## src/rtl/bpr_pkg.sv

```systemverilog
// Shared types of the burst power ramp loop.
package bpr_pkg;
    // Sequencer states; encoding is visible on loop_state.
    typedef enum logic [1:0] {
        ST_IDLE = 2'd0,
        ST_UP   = 2'd1,
        ST_HOLD = 2'd2,
        ST_DOWN = 2'd3
    } ramp_state_t;
endpackage

```

## src/rtl/bpr_shape.sv

```systemverilog
// Quadratic ramp profile: level = floor(base * (idx+1)^2 / STEPS^2).
// Assumes idx < STEPS; the last index returns base exactly.
module bpr_shape #(
    parameter int DAC_W = 10,
    parameter int STEPS = 16,
    localparam int IDX_W = $clog2(STEPS)
) (
    input  logic [DAC_W-1:0] base,
    input  logic [IDX_W-1:0] idx,
    output logic [DAC_W-1:0] level
);
    localparam int PROD_W = DAC_W + 2 * IDX_W + 4;
    localparam logic [PROD_W-1:0] DIV = PROD_W'(STEPS * STEPS);

    logic [PROD_W-1:0] k1;
    logic [PROD_W-1:0] prod;

    // Scale the base by the squared step number.
    always_comb begin
        k1    = PROD_W'(idx) + PROD_W'(1);
        prod  = PROD_W'(base) * k1 * k1;
        level = DAC_W'(prod / DIV);
    end
endmodule

```

## src/rtl/bpr_integ.sv

```systemverilog
// GMSK loop integrator: cur + ((target - det) >>> shift), clamped to 0..full scale.
// Assumes unsigned inputs; the internal width holds any sum without wrap.
module bpr_integ #(
    parameter int DAC_W   = 10,
    parameter int ADC_W   = 10,
    parameter int SHIFT_W = 3
) (
    input  logic [DAC_W-1:0]   cur,
    input  logic [ADC_W-1:0]   target,
    input  logic [ADC_W-1:0]   det,
    input  logic [SHIFT_W-1:0] shift,
    output logic [DAC_W-1:0]   next
);
    localparam int SUM_W = ((DAC_W > ADC_W) ? DAC_W : ADC_W) + 2;
    localparam logic signed [SUM_W-1:0] FULL_S = SUM_W'((1 << DAC_W) - 1);

    logic signed [SUM_W-1:0] err;
    logic signed [SUM_W-1:0] step;
    logic signed [SUM_W-1:0] sum;

    // Error, gain shift, accumulate and clamp.
    always_comb begin
        err  = $signed(SUM_W'(target)) - $signed(SUM_W'(det));
        step = err >>> shift;
        sum  = $signed(SUM_W'(cur)) + step;
        if (sum < 0)
            next = '0;
        else if (sum > FULL_S)
            next = {DAC_W{1'b1}};
        else
            next = sum[DAC_W-1:0];
    end
endmodule

```

## src/rtl/bpr_atten.sv

```systemverilog
// 8PSK attenuator stepper: one step toward the target per call, saturating.
// Larger code means more attenuation, so a high detector reading raises it.
module bpr_atten #(
    parameter int ATT_W = 4,
    parameter int ADC_W = 10
) (
    input  logic [ATT_W-1:0] cur,
    input  logic [ADC_W-1:0] target,
    input  logic [ADC_W-1:0] det,
    output logic [ATT_W-1:0] next
);
    localparam logic [ATT_W-1:0] ATT_MAX = {ATT_W{1'b1}};

    // Compare and step by one within 0..ATT_MAX.
    always_comb begin
        if (det > target && cur != ATT_MAX)
            next = cur + 1'b1;
        else if (det < target && cur != '0)
            next = cur - 1'b1;
        else
            next = cur;
    end
endmodule

```

## src/rtl/burst_pwr_loop.sv

```systemverilog
// Burst power ramp sequencer with the digital outer power loop.
// Shapes ramp-up and ramp-down per detector tick, closes the loop on the
// ramp code in GMSK and on the input attenuator in 8PSK.
// Assumes start/stop/abort are single-cycle pulses in the clk domain.
module burst_pwr_loop #(
    parameter int DAC_W     = 10,
    parameter int ADC_W     = 10,
    parameter int ATT_W     = 4,
    parameter int SHIFT_W   = 3,
    parameter int STEPS     = 16,
    parameter int GMSK_PEAK = 600,
    parameter int PSK_DC    = 512
) (
    input  logic               clk,
    input  logic               rst_n,
    input  logic               burst_start,
    input  logic               burst_stop,
    input  logic               burst_abort,
    input  logic               mod_8psk,
    input  logic [SHIFT_W-1:0] gain_shift,
    input  logic [ADC_W-1:0]   target_code,
    input  logic               det_valid,
    input  logic [ADC_W-1:0]   det_sample,
    output logic [DAC_W-1:0]   ramp_code,
    output logic [ATT_W-1:0]   atten_code,
    output logic [1:0]         loop_state,
    output logic               mode_active
);
    import bpr_pkg::*;

    localparam int IDX_W = $clog2(STEPS);
    localparam logic [IDX_W-1:0] LAST = IDX_W'(STEPS - 1);

    ramp_state_t        st_q;
    logic [IDX_W-1:0]   idx_q;
    logic [DAC_W-1:0]   base_q;
    logic [DAC_W-1:0]   ramp_q;
    logic [ATT_W-1:0]   att_q;
    logic               mode_q;

    logic [IDX_W-1:0]   shape_idx;
    logic [DAC_W-1:0]   shape_lvl;
    logic [DAC_W-1:0]   loop_next;
    logic [ATT_W-1:0]   att_next;

    // Ramp-down reads one profile entry below the current index.
    always_comb shape_idx = (st_q == ST_DOWN) ? idx_q - 1'b1 : idx_q;

    bpr_shape #(.DAC_W(DAC_W), .STEPS(STEPS)) u_shape (
        .base  (base_q),
        .idx   (shape_idx),
        .level (shape_lvl)
    );

    bpr_integ #(.DAC_W(DAC_W), .ADC_W(ADC_W), .SHIFT_W(SHIFT_W)) u_integ (
        .cur    (ramp_q),
        .target (target_code),
        .det    (det_sample),
        .shift  (gain_shift),
        .next   (loop_next)
    );

    bpr_atten #(.ATT_W(ATT_W), .ADC_W(ADC_W)) u_atten (
        .cur    (att_q),
        .target (target_code),
        .det    (det_sample),
        .next   (att_next)
    );

    // Sequencer: burst phases, profile stepping and per-tick loop updates.
    always_ff @(posedge clk) begin
        if (!rst_n) begin
            st_q   <= ST_IDLE;
            idx_q  <= '0;
            base_q <= '0;
            ramp_q <= '0;
            att_q  <= '0;
            mode_q <= 1'b0;
        end else begin
            case (st_q)
                ST_IDLE: begin
                    if (burst_start) begin
                        st_q   <= ST_UP;
                        idx_q  <= '0;
                        mode_q <= mod_8psk;
                        base_q <= mod_8psk ? DAC_W'(PSK_DC) : DAC_W'(GMSK_PEAK);
                        att_q  <= '0;
                    end
                end
                ST_UP: begin
                    if (burst_abort) begin
                        st_q   <= ST_DOWN;
                        base_q <= ramp_q;
                        idx_q  <= LAST;
                    end else if (det_valid) begin
                        ramp_q <= shape_lvl;
                        if (idx_q == LAST)
                            st_q <= ST_HOLD;
                        else
                            idx_q <= idx_q + 1'b1;
                    end
                end
                ST_HOLD: begin
                    if (burst_stop || burst_abort) begin
                        st_q   <= ST_DOWN;
                        base_q <= ramp_q;
                        idx_q  <= LAST;
                    end else if (det_valid) begin
                        if (mode_q)
                            att_q <= att_next;
                        else
                            ramp_q <= loop_next;
                    end
                end
                default: begin
                    if (det_valid) begin
                        if (idx_q == '0) begin
                            ramp_q <= '0;
                            st_q   <= ST_IDLE;
                        end else begin
                            ramp_q <= shape_lvl;
                            idx_q  <= idx_q - 1'b1;
                        end
                    end
                end
            endcase
        end
    end

    // Drive the ports from the state registers.
    always_comb begin
        ramp_code   = ramp_q;
        atten_code  = att_q;
        loop_state  = st_q;
        mode_active = mode_q;
    end
endmodule

```

## config.mk

```make
export PLATFORM = sky130hd
export DESIGN_NAME = burst_pwr_loop
export DESIGN_NICKNAME = d
export VERILOG_FILES = /design/src/rtl/bpr_pkg.sv /design/src/rtl/bpr_shape.sv /design/src/rtl/bpr_integ.sv /design/src/rtl/bpr_atten.sv /design/src/rtl/burst_pwr_loop.sv
export SDC_FILE = /design/constraint.sdc
export NUM_CORES = 1
export LEC_CHECK = 0
export ABC_AREA = 1
export BUFFER_PORTS_ARGS = -buffer_cell sky130_fd_sc_hd__buf_4
export CAP_MARGIN = 10
export CORE_ASPECT_RATIO = 1.75
export CORE_MARGIN = 4
export CORE_UTILIZATION = 45
export CTS_CLUSTER_SIZE = 28
export DETAILED_ROUTE_END_ITERATION = 12
export PLACE_DENSITY = 0.64
export SETUP_SLACK_MARGIN = 0.3
export SKIP_CTS_REPAIR_TIMING = 1
export SLEW_MARGIN = 10
export SYNTH_ARGS = -nofsm -noshare
export SYNTH_HDL_FRONTEND = slang
export SYNTH_SLANG_ARGS = --single-unit
```

## constraint.sdc

```tcl
create_clock -name clk -period 13.55 [get_ports clk]
set_input_delay 3.3875 -clock clk [delete_from_list [all_inputs] [get_ports clk]]
set_output_delay 3.3875 -clock clk [all_outputs]
set_load 0.005 [all_outputs]
```

# Word level (Yosys, flattened, before mapping)

Cells that the tools add are included.

Word-level logic and storage cells: 93
Bits of input ports: 30
Flip-flop bits (word level): 31
Output and inout bits: 17

Shifts and indexed selects: 1
Muxes and demuxes: 38
Multiply operators: 2
Reductions and logical operators: 16
Add/sub/neg operators: 7
$lt $le $gt $ge: 4
Bitwise logic cells: 1
Equal/unequal tests: 18

Operators with widths:

| operator                                                         | number |
|---|---|
| 2-to-1 mux 10 bit                                                | 12 |
| case mux 10 bit (3 select lines)                                 | 2 |
| 2-to-1 mux 4 bit                                                 | 13 |
| multiplier 10 x 22 -> 22 bit                                     | 1 |
| multiplier 22 x 22 -> 18 bit                                     | 1 |
| AND reduction 6 bit                                              | 3 |
| inequality test 2 bit (second input constant)                    | 8 |
| 2-to-1 mux 2 bit                                                 | 7 |
| adder 11 x 12 -> 12 bit                                          | 1 |
| greater-than comparator 12 x 11 -> 1 bit (second input constant) | 1 |
| < comparator 12 x 1 -> 1 bit (second input constant)             | 1 |
| case mux 4 bit (3 select lines)                                  | 1 |
| nonzero test 4 bit                                               | 3 |
| >>> shifter 12 x 3 -> 12 bit                                     | 1 |
| subtractor 10 x 10 -> 11 bit                                     | 1 |
| greater-than comparator 10 bit                                   | 1 |
| < comparator 10 bit                                              | 1 |
| inequality test 3 bit (second input constant)                    | 3 |
| adder 4 x 1 -> 4 bit (second input constant)                     | 2 |
| case mux 4 bit (2 select lines)                                  | 1 |
| subtractor 4 x 1 -> 4 bit (second input constant)                | 2 |
| 2-to-1 mux 7 bit                                                 | 1 |
| case mux 2 bit (3 select lines)                                  | 1 |
| adder 4 x 1 -> 5 bit (second input constant)                     | 1 |
| other kinds (16)                                                 | 18 |

# Depth between registers and ports, before layout

Gate-level depths: netlist (run 1).

Depth after elaboration: 10
Gate-level depth with buffers: 45
Depth with buffers taken out: 43

# Modules after synthesis

A second synthesis (run 1) with hierarchy kept.

Cells, all modules: 1194
Area, all modules: 7579.8 µm²

Modules (own cells, without submodules):

| module         | cells an instance | instances | area each (µm²) |
|---|---|---|---|
| bpr_shape      | 541               | 1         | 3701.0 |
| burst_pwr_loop | 275               | 1         | 1816.7 |
| bpr_integ      | 286               | 1         | 1540.2 |
| bpr_atten      | 92                | 1         | 521.8 |

# Least setup slack after synthesis (run 1)

No wires, ideal clock.

Kind: reg-to-reg
Start point: register st_q[0], in the netlist loop_state[0]
End point: register ramp_q[8], in the netlist ramp_code[8]
Cell stages (with the launch flop): 44
Setup slack: 5.610 ns
Buffers on the path: 4
Arrival: 7.823 ns
Required time: 13.433 ns
Setup time: 0.117 ns
Cells stage by stage: dfxtp_1 ha_1 buf_6 nand2_2 nand2_2 clkbuf_1 ha_1 nand2_4 nor2_4 buf_6 inv_1 buf_1 nor2_1 fa_1 fa_1 inv_1 fa_1 inv_1 (+8 left out) nor2_1 fa_1 fa_1 inv_1 fa_1 inv_1 ha_1 nand2_1 nand2_1 a31oi_1 o21ai_0 a21oi_1 nand2_1 nor2_1 nand3b_1 nand2_1 a21oi_1 nor2_1

Longest elaborated chain between the ends: 8
Elaborated cells between the ends (all ways): 18
Classes of those cells: add/sub: 1; mul: 2; eq/ne: 6; mux: 6; bitwise: 1; reduce/logical: 2

RTL lines:

| element                                     | line                                        | RTL |
|---|---|---|
| from (decl)                                 | burst_pwr_loop.sv:34                        | `ramp_state_t st_q;` |
| from (signal assigned)                      | burst_pwr_loop.sv:73                        | `st_q <= ST_IDLE;` |
| from (signal assigned)                      | burst_pwr_loop.sv:83                        | `st_q <= ST_UP;` |
| from (signal assigned)                      | burst_pwr_loop.sv:92                        | `st_q <= ST_DOWN;` |
| equality test 2 bit                         | burst_pwr_loop.sv:47                        | `always_comb shape_idx = (st_q == ST_DOWN) ? idx_q - 1'b1 : idx_q;` |
| 2-to-1 mux 4 bit                            | burst_pwr_loop.sv:47                        |  |
| adder 4 x 1 -> 5 bit                        | bpr_shape.sv:20                             | `k1 = PROD_W'(idx) + PROD_W'(1);` |
| multiplier 10 x 22 -> 22 bit                | bpr_shape.sv:21                             | `prod = PROD_W'(base) * k1 * k1;` |
| multiplier 22 x 22 -> 18 bit                | bpr_shape.sv:21                             |  |
| 2-to-1 mux 10 bit, on equally long branches | burst_pwr_loop.sv:117, burst_pwr_loop.sv:95 |  |
| 2-to-1 mux 10 bit, on equally long branches | burst_pwr_loop.sv:116, burst_pwr_loop.sv:91 |  |
| case mux 10 bit (3 select lines)            | burst_pwr_loop.sv:80                        | `case (st_q)` |
| to (signal assigned)                        | burst_pwr_loop.sv:96                        | `ramp_q <= shape_lvl;` |
| to (signal assigned)                        | burst_pwr_loop.sv:112                       | `ramp_q <= loop_next;` |
| to (signal assigned)                        | burst_pwr_loop.sv:121                       | `ramp_q <= shape_lvl;` |
| to (decl)                                   | burst_pwr_loop.sv:37                        | `logic [DAC_W-1:0] ramp_q;` |

Several ways; a longest one is shown, not always the timed one. The select of a mux whose other input is x is not followed.
A chain may end at the register's enable or synchronous reset.

# Worst setup path in the final report (run 1)

Same ends and word-level chain as after synthesis.

==> impl_results.md, run 1 <==
* Post-synthesis net count at 1,235
* MaxCap Viol Count at 0
* Worst VDD drop at 0.120 mV
* Std-Cell Rows at 60
* Cell mode on critical path: nand2_1
* Count of final setup violators at 0
* Worst Hold Class: flip-flop to flip-flop
* Switch share at 0.580
* Final WL at 19.7 mm
* Max-slew violations at 0
* I/O pins at 47
* Final worst slack at 4460 ps
* Core Area at 15,400 um^2
* Clock group share of total power at 0.096
* Status: completed
* Final hold vios at 0
* Critical path launch point type: flip-flop
* Final instance area at 7690 um^2
* Period utilization at 0.671
* Setup TNS at 0 ps
* Pre-CTS setup slack at 4540 ps
* Total power at 1.58 mW
* Critical path peak fanout at 15
* Area leader, netlist: fa_1
* DRC at 0
* Fin crit period at 9090 ps
* RePlAce Congestion at 0.906
* Logic pwr share at 0.796
* Worst-path clk slew at 60 ps
* Vias per inst at 5.41
* Inserted Clock Buffers at 5
* Die area at 17,800 um^2
* CP Capture Type: flip-flop
* Register bit total from synthesis at 31
* Vias in the first global route at 7,349
* Syn Area/Cell at 6.60 um^2
* CTS sink cnt at 31
* Crit path kind: flip-flop to flip-flop
* Diodes inserted at 0
* DRT Pass-1 Iters at 4
* Lkg Pwr at 4.12 nW
* Area Growth Syn to Fin at 9.47%
* First-pass GRT wire length at 33.0 mm
* Req. time, crit path at 13,730 ps
* Share of synthesized registers carrying an async set or reset at 0
* P_sw at 0.916 mW
* Synth Instances at 1,065
* Post-DP HPWL at 17.2 mm
* Fill count at 1,587
* CP arrival at 9260 ps
* Post-synth EDFFs at 0
* CP max stage cell: fa_1
* Fmax at 110 MHz
* Largest net degree at the start of global routing at 19
* Initial drt markers at 243
* Flop pwr share at 0.108
* FF-to-FF End: ramp_code[8]$_SDFFE_PN0P_
* Post-layout util at 0.500
* RSZ-0062 raised after global routing: false
* Vias at 6,950
* YS warnings at 0
* Worst Tran Pin Value at 755 ps
* Initial antenna violation count at 0
* WHS Endpoint: mode_active$_SDFFE_PN0P_
* Post-synth top area share at 0.188
* Total GRT Usage at 0.232
* Worst r2r src: loop_state[0]$_SDFFE_PN0P_
* Die width at 102 um
* Yosys cell types at 52
* HP Start: mode_active$_SDFFE_PN0P_
* Root buffer cell: clkbuf_16
* Crit path largest cell delay at 550 ps
* Cell Pwr Density at 205 nW/um^2
* Initial Util at 0.457
* Largest cells by area after synthesis: fa_1, ha_1, nand2_1
* Cells on worst reg2reg path at 42
* Post-route ant nets at 0
* Layout Nets at 1,268
* Max clock buf depth at 2
* Clk_lat worst skew at 280 ps
* Routed wire length per instance at 15.3 um
* Area post-placement at 7500 um^2
* GRT overflow at 0
* CTS tree: built
* Rel. slew slack at 0.496
* FF-to-FF setup slack at 4460 ps
* Worst Hold Depth at 2
* Post-synth top flop: dfxtp_1
* P_int at 0.663 mW
* I/O Buffers at 46
* Die Ht at 173 um
* Fraction of layout cells with a size suffix above 1 at 0.0837
* Worst clock skew at 4.53 ps
* Synth Cell Area at 7030 um^2
* Sequential area share after synthesis at 0.0883
* CTS H-tree depth at 2
-- how the worst max path moves through the flow --
stage                                from                   endpoint  slack [ps]  cells past startpoint
5_1_grt        loop_state[0]$_SDFFE_PN0P_  ramp_code[8]$_SDFFE_PN0P_        3800                     42
2_1_floorplan  loop_state[0]$_SDFFE_PN0P_  ramp_code[8]$_SDFFE_PN0P_        5610                     43
3_5_place_dp   loop_state[0]$_SDFFE_PN0P_  ramp_code[8]$_SDFFE_PN0P_        4540                     42
4_1_cts        loop_state[0]$_SDFFE_PN0P_  ramp_code[8]$_SDFFE_PN0P_        4470                     42
6_report       loop_state[0]$_SDFFE_PN0P_  ramp_code[8]$_SDFFE_PN0P_        4460                     42
3_3_place_gp   loop_state[0]$_SDFFE_PN0P_  ramp_code[8]$_SDFFE_PN0P_        4640                     40
-- flip-flops by register name, summed over array words and instances, names as in the netlist --
name	flops
base_q	10
ramp_code	10
atten_code	4
idx_q	4
loop_state	2
mode_active	1
-- cells in the mapped netlist (2+ instances only) --
cell type,count
dfxtp_1,31
nand2_1,232
nor2_4,2
nor2_1,111
nand2_2,9
nand3_2,2
a21oi_2,3
nor4_1,3
or2_2,5
a221oi_1,2
clkbuf_1,13
ha_1,74
xnor2_1,9
nand2_4,4
nand3b_1,5
o21ai_0,53
a31oi_1,14
o21ai_2,2
inv_2,2
a21oi_1,68
nand4_1,7
nor3_1,10
buf_2,2
inv_1,213
o211ai_1,6
xor2_1,17
buf_6,3
o21bai_1,5
nand3_4,2
fa_1,66
nand3_1,55
a211oi_1,12
o21ai_1,2
a21o_1,3
-- worst max-delay path: cells and delay by family (launching register included) --
kind                     cells  cell delay, ps
XOR/XNOR                     1             460
buffers and inverters        8             820
adder cells (fa/ha/maj)      9            4290
AND/OR/NAND/NOR             17            2080
AO/OA/AOI/OAI                7             920
flip-flops                   1             400
-- layout make-up --
type	count	area [um^2]	share of cell area
Clock buffer	6	129	0.0168
Clock inverter	2	60.1	0.00781
Inverter	218	826	0.107
Multi-Input combinational cell	795	5470	0.711
Sequential cell	31	621	0.0807
Tap cell	186	233	0.0303
Timing Repair Buffer	47	353	0.0459
-- power by group through the flow --
stage / sequential [mW] / combinational (mW) / clock, mW
floorplan: 0.151 / 0.947 / 0
global placement: 0.173 / 1.25 / 0
detailed placement: 0.172 / 1.26 / 0
CTS: 0.170 / 1.27 / 0.154
global route: 0.175 / 1.44 / 0.157
finish: 0.171 / 1.26 / 0.152
-- through the flow --
step	cells	hold WS, ps
floorplan	1065	480
global placement	1277	506
detailed placement	1277	501
CTS	1285	515
global route	1285	526
finish	1285	509
-- routing by layer --
layer | vias up | GRT usage | part of all wire
met3 | 82 | 0.0145 | 0.027
met2 | 174 | 0.453 | 0.57
met1 | 3261 | 0.217 | 0.33
li1 | 3433 | - | -
met4 | 0 | 0.155 | 0.074
met5 | - | 0 | 0
-- cells in the final DEF (no fill, tap or decap), drive strengths merged, types with 11 or more instances in the layout --
master    n
nor3     11
a211oi   12
fa       66
nand2   246
dfxtp    31
nor2    114
o21ai    57
nand3    59
a31oi    14
a21oi    71
inv     217
buf      47
xor2     17
ha       74
-- logic make-up (layout without fill, tap and decap cells) --
family,count (synthesis),after routing,share of synthesized area
adder cells (fa/ha/maj),140,140,0.320
XOR/XNOR,26,26,0.0324
AO/OA/AOI/OAI,176,176,0.145
AND/OR/NAND/NOR,453,453,0.282
flip-flops,31,31,0.0883
buffers and inverters,239,273,0.133
Power figures use the tool's default switching activity.
==> run 2: changes to the inputs <==
- clock period: 13.55 -> 8.95 ns (I/O delays scaled with it)
==> impl_results.md, run 2 (same netlist as run 1, synthesis figures left out) <==
* Family with the most delay on the worst path: adder cells
* CTS H-tree depth at 2
* Most frequent cells in the layout: nand2_1, inv_1, nor2_1
* Post-Layout Cell Count at 1,303
* Crit path largest cell delay at 560 ps
* Fmax at 122 MHz
* Max-slew violations at 0
* Layout Nets at 1,286
* Die area at 17,800 um^2
* GRT overflow at 0
* Diodes inserted at 0
* Vias at 7,035
* Worst clock skew at 10.7 ps
* Final WL at 20.6 mm
* Inserted Clock Buffers at 5
* Area Growth Syn to Fin at 11.9%
* First-pass GRT wire length at 33.8 mm
* Worst r2r src: idx_q[0]$_SDFFE_PN0P_
* I/O Buffers at 46
* Final hold vios at 0
* DRT Pass-1 Iters at 4
* Die width at 102 um
* Status: completed
* Critical path launch point type: flip-flop
* Initial antenna violation count at 0
* Cells on worst reg2reg path at 40
* Worst VDD drop at 0.142 mV
* Fin crit period at 8170 ps
* FF-to-FF setup slack at 780 ps
* Worst Hold Class: flip-flop to flip-flop
* Clk_lat worst skew at 290 ps
* Std-Cell Rows at 60
* Core Area at 15,400 um^2
* Fraction of layout cells with a size suffix above 1 at 0.108
* FF-to-FF End: ramp_code[8]$_SDFFE_PN0P_
* I/O pins at 47
* Fill count at 1,581
* Routed wire length per instance at 15.8 um
* Lkg Pwr at 4.19 nW
* CP bufs+invs at 9
* Setup TNS at 0 ps
* Period utilization at 0.913
* DRC at 0
* Post-Place Cells at 1,286
* CTS tree: built
* RSZ-0062 raised after global routing: true
* CP endpoint: ramp_code[8]$_SDFFE_PN0P_
* Largest net degree at the start of global routing at 19
* Vias per inst at 5.40
* Req. time, crit path at 9120 ps
* CP Capture Type: flip-flop
* CP arrival at 8340 ps
* MaxCap Viol Count at 0
* Commonest non-fill, non-tap cell in the layout: nand2_1
* Vias in the first global route at 7,240
* Max clock buf depth at 2
* Rel. slew slack at 0.494
* Cell Pwr Density at 311 nW/um^2
* RePlAce Congestion at 0.983
* Total GRT Usage at 0.237
* Crit. Startpoint: idx_q[0]$_SDFFE_PN0P_
* Crit path kind: flip-flop to flip-flop
* Root buffer cell: clkbuf_16
* Initial Util at 0.457
* Cell mode on critical path: inv_1
* WP depth at 40
* Post-route ant nets at 0
* Worst Tran Pin Value at 757 ps
* CP max stage cell: fa_1
* Initial drt markers at 272
* Critical path peak fanout at 15
* CTS sink cnt at 31
* Count of final setup violators at 0
* Die Ht at 173 um
* Worst-path clk slew at 60 ps
* Post-DP HPWL at 17.6 mm
## run 2: how the worst min path moves through the flow
stage / startpoint / endpoint / slack [ps] / cells past startpoint
finish: atten_code[3]$_SDFFE_PN0P_ / atten_code[3]$_SDFFE_PN0P_ / 510 / 2
global route: atten_code[3]$_SDFFE_PN0P_ / atten_code[3]$_SDFFE_PN0P_ / 540 / 2
CTS: atten_code[3]$_SDFFE_PN0P_ / atten_code[3]$_SDFFE_PN0P_ / 510 / 2
detailed placement: atten_code[3]$_SDFFE_PN0P_ / atten_code[3]$_SDFFE_PN0P_ / 500 / 2
global placement: atten_code[3]$_SDFFE_PN0P_ / atten_code[3]$_SDFFE_PN0P_ / 500 / 2
floorplan: mode_active$_SDFFE_PN0P_ / mode_active$_SDFFE_PN0P_ / 480 / 2
## run 2: power by group
group          switching [mW]  leakage (nW)  internal [mW]
Combinational            1.29          3.87          0.718
Sequential             0.0780         0.255          0.186
Clock                  0.0696        0.0669          0.103
Total                    1.44          4.19           1.01
## run 2: routing by layer
layer	vias to the layer above	part of all wire	track usage
met4	0	0.072	0.150
met5	-	0	0
met3	84	0.027	0.0185
li1	3460	-	-
met1	3309	0.34	0.226
met2	182	0.57	0.459
## run 2: layout make-up
class	instances	area [um^2]	area share
repair inverters	1	7.51	0.000955
multi-input cells	795	5520	0.702
well taps	186	233	0.0296
clock inverters	2	12.5	0.00159
repair buffers	64	505	0.0643
flip-flops and latches	31	621	0.0789
inverters	218	833	0.106
clock buffers	6	129	0.0164
## run 2: metrics by stage
stage | util | area, um^2 | hold slack (ps) | power, mW | setup WS [ps]
3_3_place_gp | 0.492 | 7570 | 497 | 2.20 | 303
6_report | 0.511 | 7860 | 509 | 2.45 | 778
5_1_grt | 0.511 | 7860 | 543 | 2.72 | 234
4_1_cts | 0.501 | 7710 | 507 | 2.40 | 239
2_1_floorplan | - | 7030 | 480 | 1.66 | 1010
3_5_place_dp | 0.492 | 7570 | 499 | 2.20 | 304
## run 2: tightest hold or removal path, cell delays in order, from the launching register on
cell	delay, ps
dfxtp_1	340
nand2_1	70
a21oi_1	50
==> run 3: changes to the inputs <==
- RECOVER_POWER: not set -> 50
- SYNTH_HIERARCHICAL: not set -> 1
==> impl_results.md, run 3 <==
* RSZ-0062 raised after global routing: true
* Synth Area in Simple Gates at 0.337
* First-pass GRT wire length at 35.9 mm
* RePlAce Congestion at 0.954
* Sequential area share after synthesis at 0.0819
* Std-Cell Rows at 62
* CP Capture Type: flip-flop
* Worst VDD drop at 0.143 mV
* Largest net degree at the start of global routing at 24
* Setup TNS at 0 ps
* MaxCap Viol Count at 0
* Critical path launch point type: flip-flop
* Top-count cell post-synth: nand2_1
* Core Area at 16,400 um^2
* Initial drt markers at 363
* Largest family of logic cells by synthesized area: simple AND/OR/NAND/NOR gates
* Initial Util at 0.461
* Post-DP HPWL at 18.7 mm
* Worst-path clk slew at 50 ps
* Multiplexer area fraction after synthesis at 0.00132
* Fin crit period at 8220 ps
* Layout Nets at 1,411
* Synth Area in Compound Gates at 0.101
* Crit path largest cell delay at 550 ps
* Post-synthesis net count at 1,373
* Root buffer cell: clkbuf_16
* Total GRT Usage at 0.230
* CTS sink cnt at 31
* I/O Buffers at 46
* Initial antenna violation count at 0
* Post-route ant nets at 0
* Cell mode on critical path: nor2_1
* Post-synthesis adder-cell area fraction at 0.308
* YS warnings at 6
* Pre-CTS setup slack at 697 ps
* CTS tree: built
* Area leader, netlist: fa_1
* Diodes inserted at 0
* Post-synth top area share at 0.166
* Worst clock skew at 6.12 ps
* Critical path peak fanout at 16
* Post-synth top flop: dfxtp_1
* Fmax at 122 MHz
* Inserted Clock Buffers at 5
* Yosys cell types at 48
* Top cells by count, synth: nand2_1, inv_1, nor2_1, nand3_1, ha_1
* Count of final setup violators at 0
* Max-slew violations at 0
* Xor and xnor area share after synthesis at 0.0426
* Max clock buf depth at 2
* Vias per inst at 5.21
* Die width at 106 um
* Total power at 1.83 mW
* Cell Pwr Density at 218 nW/um^2
* CTS H-tree depth at 2
* CP arrival at 8440 ps
* Crit path kind: flip-flop to flip-flop
* Rel. slew slack at 0.487
* DRC at 0
* DRT Pass-1 Iters at 7
* Vias at 7,591
* Synth Cell Area at 7580 um^2
* Synth Instances at 1,194
* Final WL at 21.8 mm
* I/O pins at 47
* Syn Area/Cell at 6.35 um^2
* Worst Hold Class: flip-flop to flip-flop
* Die Ht at 180 um
* Area Growth Syn to Fin at 10.3%
* Commonest non-fill, non-tap cell in the layout: nand2_1
* Status: completed
* Clk_lat worst skew at 280 ps
* Share of synthesized registers carrying an async set or reset at 0
* GRT overflow at 0
* Largest cells by area after synthesis: fa_1, nand2_1, ha_1
* Routed wire length per instance at 15.0 um
* Post-synth EDFFs at 0
* Lkg Pwr at 4.70 nW
* Vias in the first global route at 7,728
* Req. time, crit path at 9170 ps
* Register bit total from synthesis at 31
* Final hold vios at 0
* Fraction of layout cells with a size suffix above 1 at 0.102
* Most frequent cells in the layout: nand2_1, inv_1, nor2_1
* Die area at 19,100 um^2
* Hold WS at 507 ps
* Period utilization at 0.918
* Worst Tran Pin Value at 769 ps
* Final worst slack at 730 ps
* CP max stage cell: fa_1
==> run 3: changes by cell type in the layout (fill, tap and decap cells not counted), sizes merged, moves of 9 or more <==
cell and delta:
nand2 +61, clkbuf +19, o21ai -15, nand3 +44, ha +12, a31oi -9
a22oi +10, nor2 +43, buf -26, a211oi -12, xor2 +9
==> run 3: cell type report <==
type	instances	area, um^2
inverter	223	841
multi-input combinational	914	6050
clock inverter	1	5.00
sequential	31	623
clock buffer	6	139
fill	1797	8090
tap	224	280
timing repair buffer	57	420
==> run 3: cell families after synthesis <==
logic type / after synthesis
buffers and inverters: 249
AND/OR/NAND/NOR: 595
multiplexers: 1
XOR/XNOR: 36
adder cells (fa/ha/maj): 149
flip-flops: 31
AO/OA/AOI/OAI: 133
==> run 3: critical path: cells and delay by family, from the launching register on <==
family,cells,cell delay [ps]
adder cells (fa/ha/maj),10,4390
AO/OA/AOI/OAI,4,680
AND/OR/NAND/NOR,15,1600
XOR/XNOR,2,560
flip-flops,1,380
buffers and inverters,6,530
==> run 3: path summary, 6_finish.rpt <==
kind | from | depth (start not counted) | to | slack, ps
max | idx_q[0]$_SDFFE_PN0P_ | 37 | ramp_code[7]$_SDFFE_PN0P_ | 730
max reg2reg | idx_q[0]$_SDFFE_PN0P_ | 37 | ramp_code[7]$_SDFFE_PN0P_ | 730
min | base_q[7]$_SDFFE_PN0P_ | 2 | base_q[7]$_SDFFE_PN0P_ | 510
min reg2reg | base_q[7]$_SDFFE_PN0P_ | 2 | base_q[7]$_SDFFE_PN0P_ | 510
==> run 3: power by group <==
part | internal (mW) | total, mW | switching [mW]
Sequential | 0.174 | 0.237 | 0.0632
Combinational | 0.485 | 1.42 | 0.931
Clock | 0.109 | 0.173 | 0.0641
==> run 3: per-stage QoR <==
step,area (um^2),util,cells
after detailed placement,8140,0.495,1446
after global routing,8360,0.508,1456
after global placement,8140,0.495,1446
after floorplan,7580,-,1194
after CTS,8280,0.504,1453
final,8360,0.508,1456
==> run 3: per-layer routing <==
metal  part of all wire  wire length (um)  up-vias  GRT usage
met5                  0                 0        -          0
li1                   -                 -     3812          -
met3              0.022               470       70     0.0133
met1               0.34              7430     3553      0.212
met2               0.59             12800      156      0.484
met4              0.048              1050        0      0.114
